$ cat src/rtl/serial_pad_pkg.sv
// Package: shared constants and types for the serial gamepad reader.
// Assumes: one latch bit and one clock bit inside an 8-bit port write.
package serial_pad_pkg;
    localparam int PORT_W = 8;

    // Edge events decoded from one port write
    typedef struct packed {
        logic latch_chg;
        logic clk_rise;
        logic clk_fall;
    } pad_edges_t;
endpackage

$ cat src/rtl/pad_edge_detect.sv
// Module: pad_edge_detect
// Remembers the last written latch and clock bits and flags changes on a
// new write. Assumes writes are single-cycle strobes; the remembered bits
// follow every write whether or not the adapter is enabled.
module pad_edge_detect
    import serial_pad_pkg::*;
#(
    parameter int LATCH_BIT = 5,
    parameter int CLK_BIT   = 4
) (
    input  logic              clk,
    input  logic              rst_n,
    input  logic              wr,
    input  logic [PORT_W-1:0] wdata,
    output pad_edges_t        edges,
    output logic              lat_q,
    output logic              ck_q
);
    logic new_lat;
    logic new_ck;

    assign new_lat = wdata[LATCH_BIT];
    assign new_ck  = wdata[CLK_BIT];

    // Purpose: hold the previously written latch and clock bits
    always_ff @(posedge clk) begin
        if (!rst_n) begin
            lat_q <= 1'b0;
            ck_q  <= 1'b0;
        end else if (wr) begin
            lat_q <= new_lat;
            ck_q  <= new_ck;
        end
    end

    // Purpose: decode change events for the current write
    always_comb begin
        edges.latch_chg = wr && (new_lat != lat_q);
        edges.clk_rise  = wr && new_ck && !ck_q;
        edges.clk_fall  = wr && !new_ck && ck_q;
    end
endmodule

$ cat src/rtl/pad_bit_counter.sv
// Module: pad_bit_counter
// Tracks the serial bit position. A latch change is applied first, then a
// clock edge. Rising adds one and saturates at the counter's top value.
// Falling wraps to 0 at WRAP_POS or above. Also reports which position to
// present and when to present it.
module pad_bit_counter
    import serial_pad_pkg::*;
#(
    parameter int WRAP_POS = 17,
    localparam int PW      = $clog2(WRAP_POS + 1)
) (
    input  logic          clk,
    input  logic          rst_n,
    input  logic          en,
    input  pad_edges_t    edges,
    output logic [PW-1:0] pos_q,
    output logic [PW-1:0] show_pos,
    output logic          show
);
    localparam logic [PW-1:0] WRAP_V = PW'(WRAP_POS);
    localparam logic [PW-1:0] TOP_V  = {PW{1'b1}};

    logic [PW-1:0] base;
    logic [PW-1:0] wrapped;
    logic [PW-1:0] pos_d;

    // Purpose: resolve latch-then-clock ordering into the next position
    always_comb begin
        base    = edges.latch_chg ? '0 : pos_q;
        wrapped = (base >= WRAP_V) ? '0 : base;
        pos_d   = pos_q;
        if (en) begin
            if (edges.clk_rise)
                pos_d = (base == TOP_V) ? base : base + 1'b1;
            else if (edges.clk_fall)
                pos_d = wrapped;
            else
                pos_d = base;
        end
        show_pos = wrapped;
        show     = en && (edges.latch_chg || edges.clk_fall);
    end

    // Purpose: hold the current bit position
    always_ff @(posedge clk) begin
        if (!rst_n)
            pos_q <= '0;
        else
            pos_q <= pos_d;
    end
endmodule

$ cat src/rtl/pad_bit_select.sv
// Module: pad_bit_select
// Picks one button bit by position; positions at or above NBTN give 0.
// Assumes the position is an unsigned count.
module pad_bit_select #(
    parameter int NBTN = 16,
    parameter int PW   = 5
) (
    input  logic [NBTN-1:0] buttons,
    input  logic [PW-1:0]   pos,
    output logic            bit_out
);
    logic [NBTN-1:0] hot;

    // Purpose: one-hot gate each button by its position match
    for (genvar i = 0; i < NBTN; i++) begin : g_sel
        assign hot[i] = buttons[i] && (int'(pos) == i);
    end

    assign bit_out = |hot;
endmodule

$ cat src/rtl/serial_pad_reader.sv
// Module: serial_pad_reader (top)
// Turns port writes into latch and clock events for a serial pad and
// registers the selected button as the fire-input bit 7. Assumes the port
// writes arrive as one-cycle strobes in the clk domain.
module serial_pad_reader
    import serial_pad_pkg::*;
#(
    parameter int NBTN      = 16,
    parameter int WRAP_POS  = 17,
    parameter int LATCH_BIT = 5,
    parameter int CLK_BIT   = 4
) (
    input  logic              clk,
    input  logic              rst_n,
    input  logic              pad_sel,
    input  logic              port_wr,
    input  logic [PORT_W-1:0] port_wdata,
    input  logic [NBTN-1:0]   buttons,
    output logic              pad_data
);
    localparam int PW = $clog2(WRAP_POS + 1);

    pad_edges_t    edges;
    logic          lat_q;
    logic          ck_q;
    logic [PW-1:0] pos_q;
    logic [PW-1:0] show_pos;
    logic          show;
    logic          sel_bit;

    pad_edge_detect #(
        .LATCH_BIT (LATCH_BIT),
        .CLK_BIT   (CLK_BIT)
    ) u_edge (
        .clk   (clk),
        .rst_n (rst_n),
        .wr    (port_wr),
        .wdata (port_wdata),
        .edges (edges),
        .lat_q (lat_q),
        .ck_q  (ck_q)
    );

    pad_bit_counter #(
        .WRAP_POS (WRAP_POS)
    ) u_cnt (
        .clk      (clk),
        .rst_n    (rst_n),
        .en       (pad_sel),
        .edges    (edges),
        .pos_q    (pos_q),
        .show_pos (show_pos),
        .show     (show)
    );

    pad_bit_select #(
        .NBTN (NBTN),
        .PW   (PW)
    ) u_sel (
        .buttons (buttons),
        .pos     (show_pos),
        .bit_out (sel_bit)
    );

    // Purpose: register the presented button bit
    always_ff @(posedge clk) begin
        if (!rst_n)
            pad_data <= 1'b0;
        else if (show)
            pad_data <= sel_bit;
    end
endmodule

$ cat config.mk
export PLATFORM = sky130hd
export DESIGN_NAME = serial_pad_reader
export DESIGN_NICKNAME = d
export VERILOG_FILES = /design/src/rtl/serial_pad_pkg.sv /design/src/rtl/pad_edge_detect.sv /design/src/rtl/pad_bit_counter.sv /design/src/rtl/pad_bit_select.sv /design/src/rtl/serial_pad_reader.sv
export SDC_FILE = /design/constraint.sdc
export NUM_CORES = 1
export LEC_CHECK = 0
export BUFFER_PORTS_ARGS = -buffer_cell sky130_fd_sc_hd__buf_2
export CORE_MARGIN = 3
export CORE_UTILIZATION = 50
export DETAILED_ROUTE_END_ITERATION = 10
export PLACE_DENSITY = 0.92
export SETUP_SLACK_MARGIN = 0.15
export SLEW_MARGIN = 20
export SYNTH_ARGS = -nofsm -noshare
export SYNTH_HDL_FRONTEND = slang
export SYNTH_SLANG_ARGS = --single-unit
$ cat constraint.sdc
create_clock -name clk -period 5.5 [get_ports clk]
set_input_delay 1.1 -clock clk [delete_from_list [all_inputs] [get_ports clk]]
set_output_delay 1.1 -clock clk [all_outputs]
set_load 0.01 [all_outputs]
==> results.md, run 1 <==
- Status: completed
- # fillers: 127
- Grt ovf: 0
- Layout area overhead: 16.2%
- Hold Crit Start: u_edge.ck_q$_SDFFE_PN0P_
- Sequential area share after synthesis: 0.221
- Peak VDD IR: 0.111 mV
- F_max: around 330 MHz
- Final cell count without fillers: 124
- Met2 wire len: slightly below 900 um
- Routed WL: about 1.8 mm
- Fin Hold WS: 553 ps
- Final WS setup: approximately 2500 ps
- Synth Area per Inst: roughly 8.1 um2
- Max-Cap Viols: 0
- Die width: 44.1 um
- Post-CTS Setup Inserts: 0
- CP max stage cell: or4_1
- Final Hold Viols: 0
- Max layer used: met4
- Layout cells sized above 1: 0.294
- CP Capture Type: register
- Die footprint: 0.00194 mm2
- Final min period: 3000 ps
- Via density: 6.15
- Arrival @ worst endpoint: 3140 ps
- Synthesized flop and latch total: 8
- First-pass GRT wire length: roughly 3 mm
- CP Launch Point: port_wdata[5]
- Vias: ~760
- EDFF count, synth: 0
- Core outline area: 0.00133 mm2
- Final Skew: ~12 ps
- Final period utilization: 0.545
- Critical R2R Launch: u_edge.lat_q$_SDFFE_PN0P_
- Largest net degree at the start of global routing: 12
- Reg clk slew, reported paths: 60 ps
- Post-route cell area: approximately 840 um2
- I/O Pins: 29
- Headroom to the max-slew limit: 0.686
- Total CTS buffers: 3
- Inserted Diodes: 0
- Remaining antenna violation count: 0
- Starting Density: 0.544
- Clk buf depth: 2
- Kind of critical path: in -> reg
- Pwr dens: 170 mW/mm2
- Crit-path max cell delay: between 400 and 500 ps
- Ys Warns: 0
- Placer Congestion: between 0.8 and 0.9
- Distinct cells, synth: 39
- Resize count post-CTS: 0
- Worst-Margin Slew: 470 ps
- Area share of the largest cell type after synthesis: 0.221
- DP Area: 821 um2
- Synthesized net count: between 100 and 150
- CTS tree: yes
- RSZ-0062 raised after global routing: no
- Vias in the first global route: 735
- CP startpoint kind: primary input
- Hold Path Class: reg -> reg
- Cts hold-fix bufs: 0
- Post-synth top area cell: dfxtp_1
- DRT iter0 DRCs: 25
- Top Family by Delay on Critical Path: simple AND/OR/NAND/NOR gates
- Cell Area, Synth: 726 um2
- Initial antenna violation count: 0
- Setup TNS: 0 ps
- Met3 wire length: 158 um
- CTS Sinks: 8
- Cell Chain, Critical Path: buf_2 -> xor2_1 -> nand2_1 -> and2_1 -> ha_1 -> nor3_1 -> a31oi_1 -> or4_1 -> o311ai_1 -> a21oi_1
- Cells after Synth: 90
- Inst Count DP: 121
- Die height: 44.1 um
- Ranking of synthesized cells by area: dfxtp_1 (22%), a21oi_1 (6.2%), mux4_2 (6.2%)
- Synth async-reset ratio: 0
- FP Rows: 13
- Dpl hpwl: 1.37 mm
- Clock Latency Late Sink: 260 ps
- Crit path required time: 5650 ps
- # port buffers: 22
- Leakage: between 0.0003 and 0.0004 uW
- Top-count cell post-synth: a21oi_1
- Clock root buffer: clkbuf_4
- H-tree levels: 1
- WL/cell: 14.8 um
- WP buf/inv: 1
- Post-synth top cells: a21oi_1 (9), dfxtp_1 (8), nand2_1 (8)
- Synth Flop Type: dfxtp_1
- Pins Over Slew Limit: 0
- Critical path peak fanout: 8
- Final Setup Violations: 0
- First-pass iteration count of the detailed router: 4
- Remaining DRCs: 0
- WL met1: ~790 um
- Dpl ws: 2270 ps
- Final-stage net count: about 140
- GRT Total Usage: 0.208
[cell usage in the layout (no fill, tap or decap), types with 2 or more instances in the layout]
cell type,synthesis,final
buf_2,3,22
a21oi_1,9,9
nand2_1,8,8
dfxtp_1,8,8
nor2b_1,6,6
nand4_1,4,4
nor2_1,4,4
nand3_1,4,4
inv_1,3,3
mux2i_1,3,3
clkbuf_4,0,3
nor3_1,2,2
nand4b_1,2,2
a22o_1,2,2
o21a_1,2,2
a31oi_1,2,2
mux4_2,2,2
o21ai_0,2,2
ha_1,2,2
[routing by layer]
metal,track usage,up-vias
met3,0.0732,4
met4,0.0783,0
met2,0.352,33
met5,0,-
li1,-,377
met1,0.239,348
[cells by family after synthesis]
kind of cell | share of synthesized area
muxes | 0.119
buffers and inverters | 0.0621
DFF | 0.221
AOI/OAI and AO/OA | 0.255
xor gates and xnor gates | 0.0241
and+or+nand+nor | 0.285
adders and majority gates | 0.0345
[stage by stage]
step	power [uW]	util
after global routing	152	0.632
after CTS	145	0.632
after detailed placement	97.8	0.615
after global placement	96.2	0.615
after floorplan	86.0	-
final	143	0.632
[where the power goes]
| part | switching (uW) | internal (uW) | total, uW |
|---|---|---|---|
| registers | 3.41 | 59.9 | 63.3 |
| clock network | 20.7 | 25.0 | 45.8 |
| logic | 16.9 | 17.3 | 34.3 |
| total | 41.1 | 102 | 143 |
[state kept, by name (all words and copies together) (netlist names)]
name	flops
u_edge.lat_q	1
pad_data	1
u_cnt.pos_q	5
u_edge.ck_q	1
[area by class of cell]
| type | count | area (um2) | area share |
|---|---|---|---|
| clock buffer | 3 | 22.5 | 0.0267 |
| timing repair buffer | 22 | 110 | 0.131 |
| inverter | 3 | 11.3 | 0.0134 |
| sequential | 8 | 160 | 0.190 |
| tap | 15 | 18.8 | 0.0223 |
| multi-input combinational | 73 | 520 | 0.617 |
[worst min-delay path: cells and delay by family, from the launching register on]
family	cells	cell delay [ps]
DFF	1	320
muxes	1	130
and+or+nand+nor	1	60
[final timing paths]
check	to	slack, ps	cells past startpoint
hold reg to reg	u_edge.ck_q$_SDFFE_PN0P_	550	2
hold / removal	u_edge.ck_q$_SDFFE_PN0P_	550	2
setup / recovery	pad_data$_SDFFE_PN0P_	2500	10
setup reg to reg	pad_data$_SDFFE_PN0P_	3040	9
Power figures use the tool's default switching activity.
==> run 2, diff against run 1 <==
--- a/config.mk
+++ b/config.mk
@@ -7,9 +7,9 @@
 export LEC_CHECK = 0
 export BUFFER_PORTS_ARGS = -buffer_cell sky130_fd_sc_hd__buf_2
 export CORE_MARGIN = 3
-export CORE_UTILIZATION = 50
+export CORE_UTILIZATION = 47
 export DETAILED_ROUTE_END_ITERATION = 10
-export PLACE_DENSITY = 0.92
+export PLACE_DENSITY = 0.88
 export SETUP_SLACK_MARGIN = 0.15
 export SLEW_MARGIN = 20
 export SYNTH_ARGS = -nofsm -noshare
==> constraint.sdc (replaced) <==
create_clock -name clk -period 3.1 [get_ports clk]
set_input_delay 0.62 -clock clk [delete_from_list [all_inputs] [get_ports clk]]
set_output_delay 0.62 -clock clk [all_outputs]
set_load 0.01 [all_outputs]
==> run 2 against run 1 <==
Against the previous run: non-clock buffer count rose by 1; flip-flop and latch count did not move; via count rose by 2.4%; cell count rose by 0.81%; routed wire length fell by 3.4%; count of clock-buffer cells in the layout did not move; die area rose by 5.5%; register-to-register slack got worse by 2300 ps; critical path type unchanged; critical endpoint unchanged.
==> results.md, run 2 (same netlist as run 1, synthesis figures left out) <==
- CP Capture Type: register
- Max-Cap Viols: 0 (unchanged)
- Final Setup Violations: 0 (unchanged)
- Grt ovf: 0 (unchanged)
- Inserted Diodes: 0 (unchanged)
- Register Area: 160 um2 (unchanged)
- Final period utilization: 0.784
- Placer Congestion: 0.831 (-6.5%)
- CTS tree: yes
- I/O Pins: 29 (unchanged)
- Met3 Track Usage GR: 0.0637 (-0.00943)
- # fillers: 131 (+3.1%)
- Biggest register: u_cnt.pos_q
- Crit path required time: 3240 ps (-2410 ps)
- Pwr dens: 303 mW/mm2 (+78%)
- Die height: 45.3 um (+2.7%)
- Dpl hpwl: 1.38 mm (+0.42%)
- RSZ-0062 raised after global routing: no
- Leakage: 0.000349 uW (+1.3%)
- Core outline area: 0.00137 mm2 (+2.4%)
- Pins Over Slew Limit: 0 (unchanged)
- Post-CTS Setup Inserts: 0 (unchanged)
- Largest net degree at the start of global routing: 12 (unchanged)
- Met2 usage: 0.322 (-0.0297)
- Most frequent cells in the layout: buf_2 (22), a21oi_1 (9), nand2_1 (8), dfxtp_1 (8), nor2b_1 (6)
- Setup TNS: 0 ps (unchanged)
- Initial antenna violation count: 0 (unchanged)
- Critical path peak fanout: 4 (-4)
- Kind of critical path: in -> reg
- DRT iter0 DRCs: 29 (+16%)
- Vias: 780 (+2.4%)
- Final cell count without fillers: 125 (+0.81%)
- Clock Latency Late Sink: 260 ps (about the same)
- Worst-Margin Slew: 436 ps (-34.2 ps)
- Starting Density: 0.531 (-0.0130)
- Headroom to the max-slew limit: 0.709 (+0.0229)
- Via density: 6.24 (+1.5%)
- Routed WL: 1.78 mm (-3.4%)
- Cts hold-fix bufs: 0 (unchanged)
- Inst Count DP: 122 (+0.83%)
- Footprint of the multi-input gates: 520 um2 (unchanged)
- Peak VDD IR: 0.204 mV (+84%)
- Grt peak-use layer: met2
- Die width: 45.3 um (+2.7%)
- Final core occ: 0.623 (-0.00956)
- Number of flip-flops in the largest register: 5 (unchanged)
- Die footprint: 0.00205 mm2 (+5.5%)
- Clk buf depth: 2 (unchanged)
- H-tree levels: 1 (unchanged)
- Final min period: ~2400 ps
- Remaining antenna violation count: 0 (unchanged)
- GRT Total Usage: 0.206 (-0.00219)
- Layout area overhead: 17.2%
- Arrival @ worst endpoint: 2570 ps (-570 ps)
- M1 GR Usage: 0.270 (+0.0312)
- Final-stage net count: 142 (+0.71%)
- Layout cells sized above 1: 0.300 (+0.00642)
- F_max: a little over 400 MHz
- Final Hold Viols: 0 (unchanged)
- # port buffers: 22 (unchanged)
- Clock root buffer: clkbuf_4
- CTS Sinks: 8 (unchanged)
- Reg-to-reg slack, setup: 750 ps (-2290 ps)
- Total CTS buffers: 3 (unchanged)
- Status: completed
- Most common cell after layout, fill and taps aside: buf_2
- CP startpoint kind: primary input
- First-pass GRT wire length: 3.08 mm (+2.3%)
- Remaining DRCs: 0 (unchanged)
- WL/cell: 14.2 um (-4.2%)
- Vias in the first global route: 709 (-3.5%)
- First-pass iteration count of the detailed router: 4 (unchanged)
- Final Skew: 4.17 ps (-7.60 ps)
- Hold Path Class: reg -> reg
- FP Rows: 13 (unchanged)
- Resize count post-CTS: 0 (unchanged)
- Reg clk slew, reported paths: 60 ps (about the same)
[run 2: cell types whose count changed in the layout (fill, tap and decap cells not counted), sizes merged]
| cell | previous run | this run |
|---|---|---|
| buf | 22 | 23 |
[run 2: worst max-delay path: stages]
cell and delay, ps:
buf_2 110, xor2_1 290, nand2_1 160, and2_1 220, ha_1 180, nor3_1 220
a31oi_1 120, or4_1 430, o311ai_1 110, a21oi_1 110
[run 2: final cells by class]
type	instances	area share
multi-input cells	73	0.612
repair buffers	23	0.138
clock buffers	3	0.0265
well taps	15	0.0221
inverters	3	0.0132
flip-flops and latches	8	0.188
[run 2: worst paths after layout]
check	end	start	cells after the start
min	u_edge.lat_q$_SDFFE_PN0P_	u_edge.lat_q$_SDFFE_PN0P_	2
max reg2reg	pad_data$_SDFFE_PN0P_	u_edge.lat_q$_SDFFE_PN0P_	9
min reg2reg	u_edge.lat_q$_SDFFE_PN0P_	u_edge.lat_q$_SDFFE_PN0P_	2
max	pad_data$_SDFFE_PN0P_	port_wdata[5]	10
[run 2: report_power, final]
part	internal, uW	switching (uW)
sequential	106	5.79
clock	44.6	39.8
combinational	31.9	29.6
total	183	75.2
[run 2: routing by layer]
metal	share of wire	vias to the layer above
met5	0	-
li1	-	376
met1	0.43	369
met4	0.0090	0
met2	0.48	31
met3	0.084	4
[run 2: stage by stage]
| stage | worst slack (ps) | hold WS [ps] | area, um2 | total power (uW) |
|---|---|---|---|---|
| 6_report | 670 | 569 | 851 | 258 |
| 5_1_grt | 550 | 589 | 851 | 275 |
| 4_1_cts | 696 | 564 | 851 | 259 |
| 3_3_place_gp | 517 | 535 | 828 | 172 |
| 3_5_place_dp | 429 | 556 | 828 | 175 |
| 2_1_floorplan | 713 | 518 | 726 | 153 |
